## config.mk

```make
export PLATFORM = sky130hd
export DESIGN_NAME = dtmf_pair_classifier
export DESIGN_NICKNAME = d
export VERILOG_FILES = /design/src/rtl/dtmf_cls_pkg.sv /design/src/rtl/dtmf_period_meter.sv /design/src/rtl/dtmf_band_classifier.sv /design/src/rtl/dtmf_pair_classifier.sv
export SDC_FILE = /design/constraint.sdc
export NUM_CORES = 1
export LEC_CHECK = 0
export ABC_AREA = 1
export BUFFER_PORTS_ARGS = -buffer_cell sky130_fd_sc_hd__clkbuf_2
export CAP_MARGIN = 15
export CORE_ASPECT_RATIO = 1.25
export CORE_MARGIN = 4
export CORE_UTILIZATION = 46
export DETAILED_ROUTE_END_ITERATION = 10
export SETUP_SLACK_MARGIN = 0.5
export SYNTH_ARGS = -nofsm -noshare
export SYNTH_HDL_FRONTEND = slang
export SYNTH_SLANG_ARGS = --single-unit
export TNS_END_PERCENT = 10
```

## constraint.sdc

```tcl
create_clock -name clk -period 4.1 [get_ports clk]
set_clock_uncertainty 0.1 [all_clocks]
set_input_delay 0 -clock clk [delete_from_list [all_inputs] [get_ports clk]]
set_output_delay 0 -clock clk [all_outputs]
set_load 0.1 [all_outputs]
```

## src/rtl/dtmf_cls_pkg.sv

```systemverilog
// Shared constants and arithmetic for the keypad tone pair classifier.
// Assumes frequencies are integer hertz and windows are computed at elaboration.
package dtmf_cls_pkg;

    // Nominal low-group frequency for band index 0..3
    function automatic int unsigned low_hz(input int unsigned b);
        case (b)
            0: return 697;
            1: return 770;
            2: return 852;
            default: return 941;
        endcase
    endfunction

    // Nominal high-group frequency for band index 0..3
    function automatic int unsigned high_hz(input int unsigned b);
        case (b)
            0: return 1209;
            1: return 1336;
            2: return 1477;
            default: return 1633;
        endcase
    endfunction

    // Smallest accepted sum of AVG periods (ceiling of lower tolerance edge)
    function automatic longint unsigned win_lo(input longint unsigned clk_hz,
                                               input longint unsigned hz,
                                               input longint unsigned avg,
                                               input longint unsigned tol);
        return (avg * clk_hz * (1000 - tol) + 1000 * hz - 1) / (1000 * hz);
    endfunction

    // Largest accepted sum of AVG periods (floor of upper tolerance edge)
    function automatic longint unsigned win_hi(input longint unsigned clk_hz,
                                               input longint unsigned hz,
                                               input longint unsigned avg,
                                               input longint unsigned tol);
        return (avg * clk_hz * (1000 + tol)) / (1000 * hz);
    endfunction

    // Digit code for a (low row, high column) band pair
    function automatic logic [3:0] pair_code(input logic [1:0] row, input logic [1:0] col);
        if (col == 2'd3)
            return 4'(4'd13 + {2'b00, row});
        else if (row != 2'd3)
            return 4'(3 * row + col + 1);
        else if (col == 2'd0)
            return 4'b1011;
        else if (col == 2'd1)
            return 4'b1010;
        else
            return 4'b1100;
    endfunction

endpackage

```

## src/rtl/dtmf_period_meter.sv

```systemverilog
// Measures one squared tone: synchronises it, counts reference clocks between
// rising edges and emits the sum of 2**AVG_LOG2 consecutive periods as a strobe.
// Assumes TIMEOUT fits in W-AVG_LOG2 bits; the first edge after reset or timeout only arms.
module dtmf_period_meter #(
    parameter int unsigned TIMEOUT  = 2869,
    parameter int unsigned AVG_LOG2 = 2,
    parameter int unsigned W        = 14
) (
    input  logic         clk,
    input  logic         rst_n,
    input  logic         tone_i,
    output logic [W-1:0] sum_o,
    output logic         strobe_o,
    output logic         timeout_o
);
    localparam int unsigned CNT_W = $clog2(TIMEOUT + 2);

    logic [2:0]          sync_q;
    logic                rise;
    logic [CNT_W-1:0]    cnt_q;
    logic                armed_q;
    logic [W-1:0]        acc_q;
    logic [AVG_LOG2-1:0] k_q;
    logic [W-1:0]        period;

    assign rise   = sync_q[1] & ~sync_q[2];
    assign period = W'(cnt_q) + W'(1);

    // Two-stage synchroniser plus previous-value stage for edge detection
    always_ff @(posedge clk) begin
        if (!rst_n) sync_q <= '0;
        else        sync_q <= {sync_q[1:0], tone_i};
    end

    // Period counting, accumulation over the averaging block, and timeout
    always_ff @(posedge clk) begin
        if (!rst_n) begin
            cnt_q     <= '0;
            armed_q   <= 1'b0;
            acc_q     <= '0;
            k_q       <= '0;
            sum_o     <= '0;
            strobe_o  <= 1'b0;
            timeout_o <= 1'b0;
        end else begin
            strobe_o  <= 1'b0;
            timeout_o <= 1'b0;
            if (rise) begin
                cnt_q <= '0;
                if (!armed_q) begin
                    armed_q <= 1'b1;
                    acc_q   <= '0;
                    k_q     <= '0;
                end else if (&k_q) begin
                    sum_o    <= acc_q + period;
                    strobe_o <= 1'b1;
                    acc_q    <= '0;
                    k_q      <= '0;
                end else begin
                    acc_q <= acc_q + period;
                    k_q   <= k_q + 1'b1;
                end
            end else if (cnt_q == CNT_W'(TIMEOUT)) begin
                if (armed_q) timeout_o <= 1'b1;
                armed_q <= 1'b0;
            end else begin
                cnt_q <= cnt_q + 1'b1;
            end
        end
    end
endmodule

```

## src/rtl/dtmf_band_classifier.sv

```systemverilog
// Compares each averaged period sum against four tolerance windows of one group
// and keeps the accepted band index. A new match on a different band drops
// validity first, so the index never changes while the group stays valid.
module dtmf_band_classifier
    import dtmf_cls_pkg::*;
#(
    parameter int unsigned CLK_HZ       = 1000000,
    parameter bit          IS_HIGH      = 1'b0,
    parameter int unsigned AVG_LOG2     = 2,
    parameter int unsigned TOL_PERMILLE = 25,
    parameter int unsigned W            = 14
) (
    input  logic         clk,
    input  logic         rst_n,
    input  logic [W-1:0] sum_i,
    input  logic         strobe_i,
    input  logic         timeout_i,
    output logic [3:0]   hit_o,
    output logic         valid_o,
    output logic [1:0]   idx_o
);
    localparam longint unsigned AVG = 64'd1 << AVG_LOG2;

    logic [1:0] hit_idx;

    for (genvar b = 0; b < 4; b++) begin : g_band
        localparam longint unsigned HZ = IS_HIGH ? 64'(high_hz(b)) : 64'(low_hz(b));
        localparam longint unsigned LO = win_lo(64'(CLK_HZ), HZ, AVG, 64'(TOL_PERMILLE));
        localparam longint unsigned HI = win_hi(64'(CLK_HZ), HZ, AVG, 64'(TOL_PERMILLE));
        assign hit_o[b] = (64'(sum_i) >= LO) && (64'(sum_i) <= HI);
    end

    // Encode the matching band number
    always_comb begin
        hit_idx = 2'd0;
        for (int b = 0; b < 4; b++)
            if (hit_o[b]) hit_idx = 2'(b);
    end

    // Acceptance state: acquire, hold, or drop on miss, change or timeout
    always_ff @(posedge clk) begin
        if (!rst_n) begin
            valid_o <= 1'b0;
            idx_o   <= 2'd0;
        end else if (timeout_i) begin
            valid_o <= 1'b0;
        end else if (strobe_i) begin
            if (hit_o == 4'b0000) begin
                valid_o <= 1'b0;
            end else if (!valid_o) begin
                valid_o <= 1'b1;
                idx_o   <= hit_idx;
            end else if (idx_o != hit_idx) begin
                valid_o <= 1'b0;
            end
        end
    end
endmodule

```

## src/rtl/dtmf_pair_classifier.sv

```systemverilog
// Top level: one period meter and one band classifier per tone group; the early
// flag needs both groups accepted, and the code is mapped from the two band indices.
// Assumes tone inputs are clean square waves; CLK_HZ is the reference clock rate.
module dtmf_pair_classifier
    import dtmf_cls_pkg::*;
#(
    parameter int unsigned CLK_HZ       = 1000000,
    parameter int unsigned AVG_LOG2     = 2,
    parameter int unsigned TOL_PERMILLE = 25
) (
    input  logic       clk,
    input  logic       rst_n,
    input  logic       tone_low_i,
    input  logic       tone_high_i,
    output logic [3:0] digit_code_o,
    output logic       early_o
);
    localparam int unsigned TO_LOW  = 2 * CLK_HZ / low_hz(0);
    localparam int unsigned TO_HIGH = 2 * CLK_HZ / high_hz(0);
    localparam int unsigned W       = $clog2(TO_LOW + 2) + AVG_LOG2;

    logic [1:0]   tone_in;
    logic [W-1:0] grp_sum [2];
    logic [1:0]   grp_strobe;
    logic [1:0]   grp_timeout;
    logic [3:0]   grp_hit [2];
    logic [1:0]   grp_valid;
    logic [1:0]   grp_idx [2];

    assign tone_in = {tone_high_i, tone_low_i};

    for (genvar g = 0; g < 2; g++) begin : g_grp
        localparam int unsigned TO = (g == 0) ? TO_LOW : TO_HIGH;

        dtmf_period_meter #(
            .TIMEOUT (TO),
            .AVG_LOG2(AVG_LOG2),
            .W       (W)
        ) u_meter (
            .clk      (clk),
            .rst_n    (rst_n),
            .tone_i   (tone_in[g]),
            .sum_o    (grp_sum[g]),
            .strobe_o (grp_strobe[g]),
            .timeout_o(grp_timeout[g])
        );

        dtmf_band_classifier #(
            .CLK_HZ      (CLK_HZ),
            .IS_HIGH     (g == 1),
            .AVG_LOG2    (AVG_LOG2),
            .TOL_PERMILLE(TOL_PERMILLE),
            .W           (W)
        ) u_cls (
            .clk      (clk),
            .rst_n    (rst_n),
            .sum_i    (grp_sum[g]),
            .strobe_i (grp_strobe[g]),
            .timeout_i(grp_timeout[g]),
            .hit_o    (grp_hit[g]),
            .valid_o  (grp_valid[g]),
            .idx_o    (grp_idx[g])
        );
    end

    assign early_o      = &grp_valid;
    assign digit_code_o = pair_code(grp_idx[0], grp_idx[1]);
endmodule

```

==> flow_metrics.py <==
metrics = {
    "pwr": {
        "power.density_nw_per_um2": 292.8,
        "sequentialPowerShare_pct": 52.0,
        "clkPwrFrac_pct": 44.1,
        "p_total_w": 0.001914,
        "power.leakage_nw": 3.275,
        "p_switching_w": 0.0004312,
        "switching_share_pct": 22.53,
        "p_comb_share_pct": 3.8,
        "peakVddDrop_v": 0.0002201,
        "p_int_w": 0.001483,
    },
    "clock_network": {
        "hold_buffers": 2,
        "path_clk_slew_ns": 0.07,
        "cts_buffer_depth": 2,
        "clk-insertion-delay-late_ns": 0.35,
        "tritoncts": "yes",
        "h-tree-depth": 3,
        "cts_resized": 0,
        "cts_setup_buffers": 0,
        "clock-root-buffer": "clkbuf_16",
        "numClockSinks": 101,
        "cts_inserted_buffers": 9,
    },
    "detailed_routing": {
        "remaining_drc_errors": 0,
        "dr_total_vias": 5344,
        "post_drt_wl_per_cell_um": 12.80,
        "firstDrtPassIters": 4,
        "antenna_left": 0,
        "drt-total-wl_mm": 13.54,
        "avgViaCountPerCell": 5.051,
        "first_iter_violations": 279,
    },
    "sta": {
        "relSlewSlack_pct": 41.98,
        "tns_ns": 0,
        "worst_slew_pin_slew_ns": 0.8671,
        "timing_hold_violations_final": 0,
        "drv_slew": 0,
        "rsz0062_at_grt": "false",
        "post-route-period-util_pct": 74.63,
        "finalCriticalPeriod_ns": 3.060,
        "finalSetupViolations": 0,
        "fmax_ghz": 0.3268,
    },
    "floorplanning": {
        "core.rowCount": 46,
        "die_h_um": 136.2,
        "dieWidth_um": 110.5,
        "pin_count": 9,
        "start_util_pct": 47.31,
        "die_area_um2": 15050,
        "core-area_um2": 12780,
    },
    "synthesis": {
        "async_flop_share_pct": 0,
        "yosys.cell_count.top_type": "nand2_1",
        "synth_area_per_cell_um2": 6.884,
        "ys_types": 41,
        "syn_nets": 922,
        "synth_top_area_cell": "dfxtp_1",
        "ys.flop_type": "dfxtp_1",
        "netlist_top_cells_count": "197 x nand2_1, 145 x inv_1, 101 x dfxtp_1, 83 x nor2_1, 60 x a21oi_1",
        "syn_area_um2": 6045,
        "synth_seq_area_share_pct": 33.45,
        "synth_area_leaders": "dfxtp_1 33%, nand2_1 12%, inv_1 9.0%",
        "syn_inst": 878,
        "yosysWarnings": 0,
        "synth_top_area_share_pct": 33.45,
        "synth_edf_count": 0,
        "ys_ff_latch": 101,
    },
    "grt": {
        "grt_start_max_net_pins": 29,
        "global_route.usage.met3_pct": 2.404,
        "met1_usage_pct": 21.40,
        "grt_pass1_vias": 5156,
        "grt_pass1_wl_mm": 23.21,
        "grtUsageTotal_pct": 18.70,
        "antenna_found_initial": 0,
        "grt_use_met2_pct": 35.02,
        "gr-total-overflow": 0,
        "grt.busiest_layer": "met2",
    },
    "min_path": {
        "hold_path_class": "input port to register",
    },
    "critical_path": {
        "endpoint_kind": "register",
        "slowest_delay_ns": 0.40,
        "crit_path_top_delay_cell": "dfxtp_1",
        "worstSetupPathType": "register to register",
        "crit_arrival_ns": 3.25,
        "crit_family": "simple AND/OR/NAND/NOR gates",
        "r2r_end": "g_grp[0].u_meter.acc_q[13]",
        "reg2reg_from": "g_grp[0].u_meter.cnt_q[0]",
        "worstSetupPathDepth": 16,
        "startpoint": "g_grp[0].u_meter.cnt_q[0]",
        "path_buf_inv": 3,
        "cpMostUsedCell": "nand2_1",
        "r2r_setup_slack_ns": 1.04,
        "path_cells": "inv_1, nor3_1, nand2_1, nor3_1, nand2_1, nor3_1, xor2_1, inv_1, ha_1, inv_1, nor3_1, nand3_1, nand2_1, xor2_1, nand2_1, nand2_1",
        "start_kind": "register",
        "cp_max_fo": 5,
        "reg2reg_depth": 16,
        "endpoint": "g_grp[0].u_meter.acc_q[13]",
        "crit_required_ns": 4.29,
    },
    "placement": {
        "gp_congestion": 0.8844,
        "post-dp-hpwl_mm": 10.42,
        "port_buffers": 8,
    },
    "finish": {
        "finalNetCount": 930,
        "diodes": 0,
        "fillCellCount": 1300,
        "area_delta_synth_final_pct": 8.135,
        "drive_gt1_share_pct": 5.955,
    },
    "flow_run": {
        "drv_cap": 0,
    },
    "status": {
        "run_status": "complete, no violations",
    },
}
## final cells by class
class	instances	area (µm²)	area share (%)
multi-input cells	611	3379	51.70
repair buffers	12	75.07	1.149
inverters	151	566.8	8.672
clock buffers	11	232.7	3.560
well taps	168	210.2	3.216
flip-flops and latches	101	2022	30.93
clock inverters	4	50.05	0.7657
## worst min-delay path by stage
stage	start	endpoint	slack (ns)	depth (start not counted)
floorplan	tone_low_i	g_grp[0].u_meter.sync_q[0]	-0.002	2
global placement	tone_high_i	g_grp[1].u_meter.sync_q[0]	0.09	3
detailed placement	tone_high_i	g_grp[1].u_meter.sync_q[0]	0.09	3
CTS	rst_n	g_grp[0].u_meter.sync_q[0]	0.09	3
global route	rst_n	g_grp[0].u_meter.sync_q[1]	0.14	3
finish	rst_n	g_grp[0].u_meter.sync_q[0]	0.09	3
## cell families after synthesis
logic type	count (synthesis)	share of synthesized area [%]
and+or+nand+nor	385	27.51
buffers and inverters	166	10.64
AOI/OAI and AO/OA	149	14.26
DFF	101	33.45
adders and majority gates	40	8.777
xor gates and xnor gates	37	5.361
## cell usage in the layout (no fill, tap or decap), drive strengths merged, types with 4 or more instances in the layout
cell / n
nand3b: 4
nand4: 10
ha: 36
clkbuf: 19
xor2: 31
nor4: 6
dfxtp: 101
o211ai: 4
o21bai: 5
or2: 5
nand2: 205
a21o: 6
a22o: 12
a21oi: 61
xnor2: 6
o21ai: 50
nand3: 46
nor2: 95
inv: 150
fa: 4
nor3: 14
## state kept, by name, indices dropped and copies added (netlist names)
register and count:
g_grp.u_meter.cnt_q 23, g_grp.u_meter.timeout_o 2, g_grp.u_meter.strobe_o 2, g_grp.u_meter.acc_q 28
g_grp.u_meter.k_q 4, g_grp.u_cls.valid_o 2, g_grp.u_meter.sync_q 6, g_grp.u_cls.idx_o 4
g_grp.u_meter.sum_o 28, g_grp.u_meter.armed_q 2
## worst min-delay path: stages
cell and delay (ns):
clkbuf_2 0.31, nand2_1 0.14, inv_1 0.03
## power by group through the flow
stage,combinational [W],sequential (W),clock [W]
finish,0.0000737,0.000996,0.000844
global route,0.0000833,0.000996,0.000902
CTS,0.0000748,0.000996,0.000864
detailed placement,0.0000729,0.00102,0
global placement,0.0000719,0.00102,0
floorplan,0.0000522,0.00102,0
## metal layers
metal,wire length [µm],share of wire [%],up-vias
met2,7119,53,65
li1,-,-,2820
met5,0,0,-
met1,5826,43,2434
met3,278,2.1,25
met4,312,2.3,0
## metrics by stage
step	hold slack [ns]	std cells	setup slack (ns)	util [%]	area, µm²
floorplan	-0.002369	878	1.142	-	6045
global placement	0.09491	1041	1.242	48.79	6233
detailed placement	0.09407	1041	1.120	48.79	6233
CTS	0.09072	1058	1.079	51.16	6536
global route	0.1363	1058	0.7341	51.16	6536
finish	0.08811	1058	1.040	51.16	6536
Note: power is estimated with default switching activity, not from simulation.
